## src/rtl/fp_operand_screen.sv

```systemverilog
module fp_operand_screen #(
  parameter int W     = 64,
  parameter int EXPW  = 11,
  parameter int FRACW = 52,
  parameter int NFLAG = 6
) (
  input  logic             clk,
  input  logic             rst_n,
  input  logic             in_valid,
  input  logic [2:0]       mode,
  input  logic [W-1:0]     opd,
  input  logic             flush_in,
  input  logic [NFLAG-1:0] pend,
  input  logic [NFLAG-1:0] ign,
  input  logic [NFLAG-1:0] en,
  output logic             trap_req,
  output logic             trap_swc,
  output logic [NFLAG-1:0] trap_sum,
  output logic [NFLAG-1:0] sticky
);
  localparam int EXP_LSB = W - 1 - EXPW;
  localparam logic [NFLAG-1:0] INV_BIT = NFLAG'(1);

  logic [EXPW-1:0]  expo;
  logic [FRACW-1:0] frac;
  logic             exp_zero, exp_ones, frac_nz, denorm;

  assign expo     = opd[EXP_LSB +: EXPW];
  assign frac     = opd[FRACW-1:0];
  assign exp_zero = (expo == '0);
  assign exp_ones = &expo;
  assign frac_nz  = |frac;
  assign denorm   = exp_zero & frac_nz;

  logic [NFLAG-1:0] kept;
  assign kept = pend & ~ign;

  logic             n_trap, n_swc;
  logic [NFLAG-1:0] n_sum, n_sticky;

  always_comb begin
    n_trap   = 1'b0;
    n_swc    = 1'b0;
    n_sum    = '0;
    n_sticky = sticky;
    case (mode)
      3'd0: begin
        n_trap = denorm | exp_ones;
        n_sum  = n_trap ? INV_BIT : '0;
        if (exp_ones) n_sticky = sticky | INV_BIT;
      end
      3'd1: begin
        n_trap = denorm | (exp_ones & frac_nz);
        n_sum  = n_trap ? INV_BIT : '0;
        if (exp_ones & frac_nz) n_sticky = sticky | INV_BIT;
      end
      3'd2: begin
        n_trap = denorm & ~flush_in;
        n_swc  = n_trap;
        n_sum  = n_trap ? INV_BIT : '0;
      end
      3'd4: begin
        n_sticky = sticky | pend;
        n_trap   = |kept;
        n_sum    = kept;
      end
      3'd5: begin
        n_sticky = sticky | kept;
        n_trap   = |kept;
        n_swc    = n_trap;
        n_sum    = kept & en;
      end
      default: ;
    endcase
  end

  always_ff @(posedge clk or negedge rst_n) begin
    if (!rst_n) begin
      trap_req <= 1'b0;
      trap_swc <= 1'b0;
      trap_sum <= '0;
      sticky   <= '0;
    end else begin
      trap_req <= in_valid & n_trap;
      trap_swc <= in_valid & n_swc;
      trap_sum <= in_valid ? n_sum : '0;
      if (in_valid) sticky <= n_sticky;
    end
  end
endmodule

```

## config.mk

```make
export PLATFORM = sky130hd
export DESIGN_NAME = fp_operand_screen
export DESIGN_NICKNAME = d
export VERILOG_FILES = /design/src/rtl/fp_operand_screen.sv
export SDC_FILE = /design/constraint.sdc
export NUM_CORES = 1
export LEC_CHECK = 0
export BUFFER_PORTS_ARGS = -buffer_cell sky130_fd_sc_hd__clkbuf_2
export CORE_AREA = 2 2 42 73
export DETAILED_ROUTE_END_ITERATION = 6
export DIE_AREA = 0 0 44 75
export PLACE_DENSITY = 0.84
export SLEW_MARGIN = 25
export SYNTH_ARGS = -nofsm -noshare
export SYNTH_HDL_FRONTEND = slang
export SYNTH_SLANG_ARGS = --single-unit
```

## constraint.sdc

```tcl
create_clock -name clk -period 0.9 [get_ports clk]
set_clock_uncertainty 0.05 [all_clocks]
set_input_delay 0.045 -clock clk [delete_from_list [all_inputs] [get_ports clk]]
set_output_delay 0.045 -clock clk [all_outputs]
set_load 0.02 [all_outputs]
```

==> impl_metrics.json <==
{
  "status": "finished, violations left",
  "violations": "setup timing",
  "first_global_vias": 1233,
  "drt_iter0_markers": 14,
  "synth_area_leaders": "dfrtp_1 42%, nor4_1 11%, o2111a_1 8.2%",
  "diodes": 0,
  "hpwl_mm": 2.863,
  "post-cts-setup-buffer-count": 0,
  "crit_fanout": 3,
  "synth_edf_count": 0,
  "netSwitchingFraction_pct": 27.48,
  "finalSetupViolations": 4,
  "r2r-start": "sticky[0]",
  "gp_congestion": 0.9129,
  "cts_tree": "built",
  "n_fill_cell": 216,
  "antenna_found_initial": 0,
  "rsz0062_at_grt": "true",
  "yosys.area.top_type": "dfrtp_1",
  "place_area_um2": 1541,
  "hold_viol": 0,
  "synth_cells": 93,
  "cp-start-kind": "primary input",
  "wl_per_cell_um": 14.98,
  "intPower_mw": 1.379,
  "stdcell_count": 245,
  "synth.avg_cell_area_um2": 8.866,
  "drt_wl_total_mm": 3.671,
  "cts_num_sinks": 14,
  "root_buffer": "clkbuf_8",
  "io_pins": 103,
  "synth_flop_cell": "dfrtp_1",
  "h-tree-depth": 1,
  "cts_made_buffers": 3,
  "synth_top_cell_area_share_pct": 42.49,
  "core_um2": 2690,
  "max-cap-violations": 0,
  "p_leak_nw": 0.9165,
  "synth.most_common_cell": "nor4_1",
  "clk_pin_slew_ns": 0.06,
  "slew_headroom_pct": 76.89,
  "slew_viol_final": 0,
  "dp.cells": 238,
  "hold_path.class": "in2reg",
  "fin_area_um2": 1774,
  "fin_crit_sh_pct": 135.1,
  "end_kind": "register",
  "finalWorstSetupSlack_ns": -0.3155,
  "drive_gt1_share_pct": 66.06,
  "die_w_um": 44,
  "seq_area_frac_synth_pct": 42.49,
  "grt_pass1_wl_mm": 5.092,
  "placementRows": 25,
  "ys_warn_count": 0,
  "tightest_slew_ns": 0.3467,
  "crit_path_start": "opd[27]",
  "critPathRequiredTime_ns": 0.97,
  "die_height_um": 75,
  "viasPerCell": 5.400,
  "drtPass1Iterations": 4,
  "critPathArrivalTime_ns": 1.29,
  "clockPowerShare_pct": 32.5,
  "ys_seq_elements": 14,
  "nets": 308,
  "synth_commonest_cells": "15 x nor4_1, 14 x dfrtp_1, 11 x nand2_1",
  "yosys.cell_types.count": 21,
  "start_util_pct": 30.65,
  "ff2ff_setup_slack_ns": 0.06,
  "vdd_drop_max_mv": 0.6277,
  "syn_area_um2": 824.5,
  "track_usage_pct": 21.29,
  "seq_area_um2": 350.3,
  "drtAntennaViolNets": 0,
  "num_vias": 1323,
  "power_frac_comb_pct": 31.3,
  "area_growth_pct": 115.2,
  "rr_worst_depth": 2,
  "grt_max_degree": 15,
  "synth_nets": 182,
  "io_buffers": 101,
  "gr-total-overflow": 0,
  "clk_path_buf_depth": 2,
  "finalCriticalPeriod_ns": 1.215,
  "multi_input_area_um2": 554.3,
  "drc": 0,
  "endpoint": "sticky[0]",
  "p_sw_mw": 0.5223,
  "powerDensity_nw_per_um2": 1072,
  "regToRegEndpoint": "sticky[0]",
  "path_class": "in2reg",
  "clk_latency_ns": 0.24,
  "async_reset_ff_share_pct": 100.0,
  "die_area_um2": 3300,
  "seqPwrFrac_pct": 36.2,
  "fmax_ghz": 0.8227
}
## per-layer routing
| layer | GRT usage, % | wire (µm) |
|---|---|---|
| met1 | 20.12 | 1132 |
| met2 | 40.36 | 2129 |
| met3 | 3.597 | 254 |
| met4 | 13.80 | 155 |
| met5 | 0 | 0 |
## power by group through the flow
stage | clock, mW | combinational (mW) | sequential, mW
floorplan | 0 | 0.103 | 0.737
global placement | 0 | 0.493 | 0.694
detailed placement | 0 | 0.505 | 0.694
CTS | 0.635 | 0.518 | 0.683
global route | 0.661 | 0.642 | 0.690
finish | 0.617 | 0.596 | 0.688
## layout by cell type (no fill, tap or decap)
master | netlist | final
clkbuf_2 | 0 | 90
buf_4 | 0 | 19
dfrtp_1 | 14 | 14
nand2_1 | 11 | 11
buf_6 | 0 | 11
inv_1 | 9 | 9
o2111a_1 | 6 | 6
nor4_2 | 0 | 6
nand4_1 | 5 | 5
nor4_4 | 0 | 5
a31o_2 | 5 | 5
nor3_1 | 4 | 4
nor4_1 | 15 | 4
nand3_1 | 5 | 4
clkbuf_8 | 0 | 4
dlygate4sd3_1 | 0 | 3
o21ai_0 | 3 | 2
nor2_1 | 2 | 2
a21oi_1 | 2 | 2
a22oi_1 | 2 | 2
a31oi_1 | 2 | 2
nand4b_1 | 1 | 1
or3_1 | 1 | 1
nor2b_1 | 1 | 1
or4_4 | 1 | 1
nand3_2 | 0 | 1
o21ai_2 | 0 | 1
nor3_2 | 1 | 1
o31ai_1 | 1 | 1
## stage by stage
step	setup TNS, ns	hold WS (ns)	setup slack [ns]	power [mW]	util (%)
2_1_floorplan	-1.284	-0.3006	-0.3526	0.8404	-
3_3_place_gp	-2.547	-0.08921	-0.5038	1.187	57.30
3_5_place_dp	-2.704	-0.08121	-0.5363	1.199	57.30
4_1_cts	-0.9559	0.005285	-0.2706	1.836	60.47
5_1_grt	-1.293	0.006273	-0.3600	1.993	65.95
6_report	-1.081	0.005563	-0.3155	1.901	65.95
## cells by family after synthesis
logic type / count (synthesis) / share of synthesized area [%]
simple gates: 47 / 31.72
compound gates: 21 / 20.79
flops: 14 / 42.49
buf+inv: 11 / 5.008
## critical path, cell delays in order
cell      delay, ns
clkbuf_2       0.10
nor4_2         0.29
nand4_1        0.13
or4_4          0.52
nor3_2         0.13
o31ai_1        0.08
## flip-flops by register name, indices dropped and copies added (netlist names)
name	flops
sticky	6
trap_sum	6
trap_req	1
trap_swc	1
## worst min path at each step
stage	slack, ns	cells past startpoint	from	to
detailed placement	-0.08	1	rst_n	trap_sum[3]
CTS	0.005	2	pend[4]	trap_sum[4]
finish	0.006	2	pend[4]	trap_sum[4]
global placement	-0.09	1	rst_n	trap_sum[3]
global route	0.006	2	pend[4]	trap_sum[4]
floorplan	-0.30	0	rst_n	sticky[0]
## timing repair
item,in CTS,in global routing
hold buffers,3,0
pin swaps,0,5
setup endpoints to repair,4,9
endpoints found under the hold margin,16,0
resized for setup,0,37
## cell type report
cell class              count  area share [%]
flip-flops and latches     14           19.75
well taps                  27           1.904
inverters                   9           1.904
clock buffers               4           3.103
repair buffers            123           42.10
multi-input cells          68           31.24
No activity file was read; power rests on OpenSTA's default activity.
